--- src/rtl/tagchk_pkg.sv ---
package tagchk_pkg;

    typedef enum logic [1:0] {
        ACC_PLAIN    = 2'd0,
        ACC_HYP_LD   = 2'd1,
        ACC_HYP_ST   = 2'd2,
        ACC_HYP_EXEC = 2'd3
    } acc_class_e;

    localparam logic [1:0] PRIV_USER = 2'd0;
    localparam logic [1:0] MODE_OFF  = 2'b00;

    typedef struct packed {
        logic chk;
        logic exc;
        logic to_m;
        logic gva;
    } verdict_t;

endpackage

--- src/rtl/tagchk_mode_pick.sv ---
module tagchk_mode_pick
    import tagchk_pkg::*;
(
    input  logic       env_hyp_user,
    input  logic       eff_virt,
    input  logic [1:0] eff_priv,
    input  logic [1:0] base_mode,
    input  logic [1:0] vu_mode,
    output logic [1:0] mode
);
    logic use_vu;

    always_comb begin
        use_vu = env_hyp_user && eff_virt && (eff_priv == PRIV_USER);
        mode   = use_vu ? vu_mode : base_mode;
    end
endmodule

--- src/rtl/tagchk_candidate.sv ---
module tagchk_candidate
    import tagchk_pkg::*;
(
    input  logic [1:0] acc_class,
    input  logic       mprv,
    input  logic       hyp_ovr,
    input  logic       mach_ovr,
    output logic       cand,
    output logic       is_hyp
);
    acc_class_e cls;

    always_comb begin
        cls    = acc_class_e'(acc_class);
        cand   = 1'b0;
        is_hyp = 1'b0;
        unique case (cls)
            ACC_PLAIN: begin
                cand = mprv ? !mach_ovr : 1'b1;
            end
            ACC_HYP_LD, ACC_HYP_ST: begin
                cand   = !hyp_ovr;
                is_hyp = 1'b1;
            end
            ACC_HYP_EXEC: begin
                cand   = 1'b0;
                is_hyp = 1'b1;
            end
            default: begin
                cand   = 1'b0;
                is_hyp = 1'b0;
            end
        endcase
    end
endmodule

--- src/rtl/tagchk_tag_latch.sv ---
module tagchk_tag_latch #(
    parameter int XLEN    = 64,
    parameter int BIT_POS = 40
) (
    input  logic            clk,
    input  logic            rst_n,
    input  logic            trap,
    input  logic [XLEN-1:0] tinst,
    input  logic            code_tag,
    output logic            ovr,
    output logic [XLEN-1:0] word
);
    logic ovr_d, ovr_q;

    always_comb begin
        ovr_d = ovr_q;
        if (trap && (tinst != '0)) begin
            ovr_d = code_tag;
        end
    end

    always_ff @(posedge clk) begin
        if (!rst_n) begin
            ovr_q <= 1'b0;
        end else begin
            ovr_q <= ovr_d;
        end
    end

    assign ovr = ovr_q;

    for (genvar i = 0; i < XLEN; i++) begin : g_word
        if (i == BIT_POS) begin : g_hit
            assign word[i] = ovr_q;
        end else begin : g_zero
            assign word[i] = 1'b0;
        end
    end
endmodule

--- src/rtl/tagchk_gate.sv ---
module tagchk_gate
    import tagchk_pkg::*;
#(
    parameter int XLEN       = 64,
    parameter int MSTAT_POS  = 40,
    parameter int HSTAT_POS  = 10,
    parameter int TVAL_CODE  = 4
) (
    input  logic            clk,
    input  logic            rst_n,
    input  logic            acc_valid,
    input  logic [1:0]      acc_class,
    input  logic            mprv,
    input  logic [1:0]      eff_priv,
    input  logic            eff_virt,
    input  logic            env_hyp_user,
    input  logic [1:0]      base_mode,
    input  logic [1:0]      vu_mode,
    input  logic            paging_on,
    input  logic            tag_on,
    input  logic            page_tag,
    input  logic            tag_mismatch,
    input  logic            m_trap,
    input  logic [XLEN-1:0] m_tinst,
    input  logic            m_code_tag,
    input  logic            h_trap,
    input  logic [XLEN-1:0] h_tinst,
    input  logic            h_code_tag,
    output logic            chk_q,
    output logic            exc_req,
    output logic            exc_to_m,
    output logic [XLEN-1:0] exc_tval,
    output logic            exc_gva,
    output logic [XLEN-1:0] mstat_tag_bits,
    output logic [XLEN-1:0] hstat_tag_bits
);
    localparam int NSRC = 2;
    localparam int SRC_M = 0;
    localparam int SRC_H = 1;
    localparam logic [XLEN-1:0] TVAL_WORD = XLEN'(TVAL_CODE);

    logic [1:0] mode;
    logic       cand;
    logic       is_hyp;

    logic [NSRC-1:0]           src_trap;
    logic [NSRC-1:0][XLEN-1:0] src_tinst;
    logic [NSRC-1:0]           src_tag;
    logic [NSRC-1:0]           src_ovr;
    logic [NSRC-1:0][XLEN-1:0] src_word;

    verdict_t v_d, v_q;

    assign src_trap[SRC_M]  = m_trap;
    assign src_tinst[SRC_M] = m_tinst;
    assign src_tag[SRC_M]   = m_code_tag;
    assign src_trap[SRC_H]  = h_trap;
    assign src_tinst[SRC_H] = h_tinst;
    assign src_tag[SRC_H]   = h_code_tag;

    for (genvar s = 0; s < NSRC; s++) begin : g_src
        localparam int POS = (s == SRC_M) ? MSTAT_POS : HSTAT_POS;
        tagchk_tag_latch #(
            .XLEN    (XLEN),
            .BIT_POS (POS)
        ) u_latch (
            .clk      (clk),
            .rst_n    (rst_n),
            .trap     (src_trap[s]),
            .tinst    (src_tinst[s]),
            .code_tag (src_tag[s]),
            .ovr      (src_ovr[s]),
            .word     (src_word[s])
        );
    end

    tagchk_mode_pick u_mode (
        .env_hyp_user (env_hyp_user),
        .eff_virt     (eff_virt),
        .eff_priv     (eff_priv),
        .base_mode    (base_mode),
        .vu_mode      (vu_mode),
        .mode         (mode)
    );

    tagchk_candidate u_cand (
        .acc_class (acc_class),
        .mprv      (mprv),
        .hyp_ovr   (src_ovr[SRC_H]),
        .mach_ovr  (src_ovr[SRC_M]),
        .cand      (cand),
        .is_hyp    (is_hyp)
    );

    always_comb begin
        v_d      = '0;
        v_d.chk  = acc_valid && cand && (mode != MODE_OFF)
                   && paging_on && tag_on && page_tag;
        v_d.exc  = v_d.chk && tag_mismatch;
        v_d.to_m = v_d.exc && !is_hyp;
        v_d.gva  = v_d.exc && is_hyp;
    end

    always_ff @(posedge clk) begin
        if (!rst_n) begin
            v_q <= '0;
        end else begin
            v_q <= v_d;
        end
    end

    assign chk_q          = v_q.chk;
    assign exc_req        = v_q.exc;
    assign exc_to_m       = v_q.to_m;
    assign exc_gva        = v_q.gva;
    assign exc_tval       = v_q.exc ? TVAL_WORD : '0;
    assign mstat_tag_bits = src_word[SRC_M];
    assign hstat_tag_bits = src_word[SRC_H];
endmodule

--- config.mk ---
export PLATFORM = sky130hd
export DESIGN_NAME = tagchk_gate
export DESIGN_NICKNAME = d
export VERILOG_FILES = /design/src/rtl/tagchk_pkg.sv /design/src/rtl/tagchk_mode_pick.sv /design/src/rtl/tagchk_candidate.sv /design/src/rtl/tagchk_tag_latch.sv /design/src/rtl/tagchk_gate.sv
export SDC_FILE = /design/constraint.sdc
export NUM_CORES = 1
export LEC_CHECK = 0
export ABC_AREA = 1
export BUFFER_PORTS_ARGS = -buffer_cell sky130_fd_sc_hd__buf_2
export CAP_MARGIN = 20
export CORE_AREA = 2 2 133 135
export DETAILED_ROUTE_END_ITERATION = 10
export DIE_AREA = 0 0 135 137
export MAX_ROUTING_LAYER = met4
export SLEW_MARGIN = 40
export SYNTH_ARGS = -nofsm -noshare
export SYNTH_HDL_FRONTEND = slang
export SYNTH_SLANG_ARGS = --single-unit
export TNS_END_PERCENT = 1
--- constraint.sdc ---
create_clock -name clk -period 1 [get_ports clk]
set_input_delay 0.1 -clock clk [delete_from_list [all_inputs] [get_ports clk]]
set_output_delay 0.1 -clock clk [all_outputs]
set_load 0.02 [all_outputs]
; ---- Word level (Yosys, flattened, before mapping)
; Cells that the tools add are included.
[totals]
inputBits = 150
word_cells = 36
romBits = 0
reg_bits = 6
ram_bits = 0
n_memories = 0
latch_bits = 0
output_inout_bits = 196
[op_classes]
n_lt_le_gt_ge = 0
n_addsub = 0
bitwise_logic = 0
shift = 0
muxes = 5
n_mul = 0
n_reduce_logical = 22
n_eq_ne = 3
div_mod_pow = 0
[ops]
columns = op, n
row1 = nonzero test 64 bit, 2
row2 = logical AND 1 bit, 12
row3 = "equality test 2 bit, second input constant", 2
row4 = logical NOT 2 bit, 2
row5 = logical NOT 1 bit, 3
row6 = two-way mux 3 bit, 1
row7 = case mux 1 bit (3 select lines), 1
row8 = OR reduction 3 bit, 1
row9 = "equality test 2 x 1 -> 1 bit, second input constant", 1
row10 = two-way mux 1 bit, 2
row11 = two-way mux 2 bit, 1
row12 = nonzero test 2 bit, 1
row13 = OR reduction 2 bit, 1

; ---- Longest topological paths before layout
[logic_depth]
ltp_word = 10
depth_mapped = 9
ltp_nobuf = 9

; ---- Modules after synthesis
; From an unflattened synthesis, not the netlist that was laid out.
[hier_totals]
cells_unflattened = 374
area_unflattened_um2 = 2272.2
[modules_own_cells]
columns = mod, area_each_um2, instances, seq_area_each_um2, cells_each
row1 = tagchk_tag_latch, 767.0, 2, 20.0, 134
row2 = tagchk_gate, 635.6, 1, 80.1, 85
row3 = tagchk_candidate, 60.1, 1, 0.0, 11
row4 = tagchk_mode_pick, 42.5, 1, 0.0, 10

; ---- Worst setup path before layout
; Ideal clock, no wire load.
[synth_path]
kind = input port to flip-flop
start = input port acc_class[0]
end = register v_q, in the netlist exc_gva
slack_ps = 114
t_arrival_ps = 822
n_path_buf = 0
t_required_ps = 936
setup_ps = 64
cell_stages = 8
path_cell_list = inv_1 ha_1 inv_1 o21ai_0 nand4_1 inv_1 nand2_1 nor2_1
[synth_between]
elab_chain_len = 10
word_cells_on_any_way = 15
classes_between = 3 x eq/ne / 2 x mux / 10 x reduce/logical
[synth_rtl]
columns = element, line_no
row1 = start: declaration, tagchk_gate.sv:12  ; input logic [1:0] acc_class,
row2 = equality test 2 x 1 -> 1 bit / equality test 2 bit (equally long branches), tagchk_candidate.sv:17  ; unique case (cls)
row3 = OR reduction 2 bit, tagchk_candidate.sv:17
row4 = case mux 1 bit (3 select lines), tagchk_candidate.sv:17
row5 = logical AND 1 bit (2 in series), tagchk_gate.sv:97  ; v_d.chk = acc_valid && cand && (mode != MODE_OFF)
row6 = logical AND 1 bit (3 in series), tagchk_gate.sv:98  ; && paging_on && tag_on && page_tag;
row7 = logical AND 1 bit, tagchk_gate.sv:99  ; v_d.exc = v_d.chk && tag_mismatch;
row8 = logical AND 1 bit *, tagchk_gate.sv:101  ; v_d.gva = v_d.exc && is_hyp;
row9 = end signal: assignment, tagchk_gate.sv:108  ; v_q <= v_d;
row10 = end: declaration, tagchk_gate.sv:52  ; verdict_t v_d, v_q;
; Every way passes the cells marked *; elsewhere a longest branch is shown, timed or not.
; A chain may end at the register's enable or synchronous reset.

; ---- Worst setup path after layout
[layout_path]
start = register g_src[1].u_latch.ovr_q
end = output port hstat_tag_bits[10]
[layout_rtl]
columns = element, line_no
row1 = start: declaration, tagchk_tag_latch.sv:13  ; logic ovr_d, ovr_q;
row2 = start signal: assignment, tagchk_tag_latch.sv:26  ; ovr_q <= ovr_d;
row3 = end: declaration, tagchk_gate.sv:35  ; output logic [XLEN-1:0] hstat_tag_bits
; No word-level cell between the ends.

==> flow_summary.json <==
{
  "cts.sinks": 6,
  "sw_frac_of_total": 0.474,
  "area_growth_pct": 22.0,
  "avgSynthCellArea_um2": 6.15,
  "clockPowerShare": 0.327,
  "power_density_nw_per_um2": 735,
  "p_seq_frac": 0.129,
  "via_per_inst": 2.66,
  "fill_cells": 1979,
  "cts_max_path_buffers": 2,
  "synth_cell_type_count": 13,
  "vias": 1970,
  "io_pins": 346,
  "fmax_mhz": 1040,
  "drtIter0Drc": 24,
  "initial_utilization": 0.128,
  "hold_buffers": 0,
  "remaining_drc_errors": 0,
  "antenna_left": 0,
  "die-area_um2": 18500,
  "clock_skew_ns": 0.00508,
  "fp.dieH_um": 137,
  "dieWidth_um": 135,
  "crit_type": "flop to primary output",
  "drive_gt1_frac": 0.345,
  "finalPower_mw": 1.96,
  "nets": 669,
  "ys_seq_area_frac": 0.0549,
  "design_area_um2": 2670,
  "ys_ff_latch": 6,
  "drv_slew": 0,
  "cts_tree": "built",
  "port_buffers": 156,
  "fin_crit_sh": 0.959,
  "rsz0062_at_grt": "true",
  "rows": 48,
  "regArea_um2": 120,
  "fin_crit_ns": 0.959,
  "outcome": "complete, no violations",
  "drt_pass1_iterations": 4,
  "setup_slack_ns": 0.0414,
  "grt_max_degree": 4,
  "p_comb_frac": 0.544,
  "diodes": 0,
  "ir_worst_vdd_mv": 0.575,
  "antenna_found_initial": 0,
  "grt_pass1_vias": 1295,
  "clk_latency_ns": 0.23,
  "cts.root.buffer_cell": "clkbuf_16",
  "p_sw_mw": 0.929,
  "hpwlAfterDp_um": 4720,
  "arrival_ns": 0.86,
  "multi_input_area_um2": 1340,
  "critPathLaunchType": "flop",
  "end_kind": "primary output",
  "core-area_um2": 17100,
  "cts-buffers-inserted": 3,
  "place.gp.congestion": 0.687,
  "path_max_fanout": 2,
  "postCtsSetupBuffers": 0,
  "h-tree-depth": 1,
  "syn-cell-area_um2": 2190,
  "routed_wl_um": 4930,
  "crit_required_ns": 0.90,
  "yosys_warnings": 0,
  "overflow": 0,
  "whs_ns": 0.108,
  "grt_util_all_layers": 0.0411,
  "wl_per_cell_um": 6.65,
  "path_clk_slew_ns": 0.04,
  "place_area_um2": 2550,
  "drv_cap": 0,
  "hold_viol_final": 0,
  "postSynthCellCount": 356,
  "leakagePower_nw": 1.61,
  "grt_pass1_wl_um": 5680,
  "place_ws_ns": -0.293,
  "setup_viol": 0,
  "min_path_type": "primary input to flop",
  "p_int_mw": 1.03
}
-- routing by layer --
metal	vias to the layer above	routed length (µm)	GRT usage
met5	-	0	-
met4	0	0	0.00521
met2	191	2610	0.0829
met1	766	1550	0.0416
met3	0	767	0.00815
li1	1013	-	-
-- Yosys cell counts --
cell type,instances,share of area
dfxtp_1,6,0.055
nand3_1,3,0.0069
nand3_2,2,0.0091
inv_1,8,0.014
nor2_1,91,0.16
o21ai_0,2,0.0046
nand2_1,46,0.079
buf_4,192,0.66
conb_1,1,0.0017
ha_1,1,0.0057
nand4_1,1,0.0029
a21oi_1,2,0.0046
o21ai_1,1,0.0023
-- sequential cells by signal (all words and copies together), names as in the netlist --
| register | flops |
|---|---|
| exc_to_m | 1 |
| exc_req | 1 |
| g_src.u_latch.ovr | 2 |
| exc_gva | 1 |
| chk_q | 1 |
-- stage by stage --
stage                     utilization  std cells  TNS [ns]
after CTS                       0.154        741         0
after global placement          0.150        738    -0.621
final                           0.156        741         0
after detailed placement        0.150        738    -0.641
after floorplan                     -        544         0
after global routing            0.156        741   -0.0118
-- placed cells by master (no fill, tap or decap), drive strengths merged --
cell / instances
clkbuf: 3
o21ai: 3
nand3: 5
ha: 1
nor2: 91
nand4: 1
dfxtp: 6
inv: 8
nand2: 46
buf: 161
conb: 189
a21oi: 2
-- path summary, 6_finish.rpt --
path                                      startpoint              endpoint  slack [ns]  cells after the start
worst min register to register  g_src[0].u_latch.ovr  g_src[0].u_latch.ovr        0.51                      2
worst min-delay path                    tag_mismatch               exc_req        0.11                      3
worst max-delay path            g_src[1].u_latch.ovr    hstat_tag_bits[10]        0.04                      2
worst max register to register  g_src[0].u_latch.ovr              exc_to_m        0.15                      5
-- critical path: stages (launching register included) --
cell,delay (ns)
dfxtp_1,0.35
buf_4,0.12
buf_2,0.15
-- power groups by stage --
stage               Sequential (mW)  Clock (mW)  Combinational [mW]
floorplan                     0.255           0                1.30
global placement              0.256           0                1.05
detailed placement            0.255           0                1.05
CTS                           0.252       0.659                1.05
global route                  0.253       0.679                1.17
finish                        0.253       0.642                1.07
-- cells by family after synthesis --
| kind of cell | after synthesis | share of synthesized area |
|---|---|---|
| AO/OA/AOI/OAI | 5 | 0.0114 |
| adder cells (fa/ha/maj) | 1 | 0.00572 |
| flip-flops | 6 | 0.0549 |
| buffers and inverters | 200 | 0.672 |
| AND/OR/NAND/NOR | 143 | 0.254 |
| other | 1 | 0.00171 |
-- final cells by class --
cell class	instances	area share
multi-input combinational	338	0.504
timing repair buffer	161	0.307
tap	225	0.105
sequential	6	0.0450
clock buffer	3	0.0281
inverter	8	0.0113
-- what timing repair did --
action	in CTS	in global routing
endpoints found under the setup margin	1	5
hold endpoints to repair	0	0
pin swaps	0	7
gates resized for setup	1	14
No activity file was read; power rests on OpenSTA's default activity.
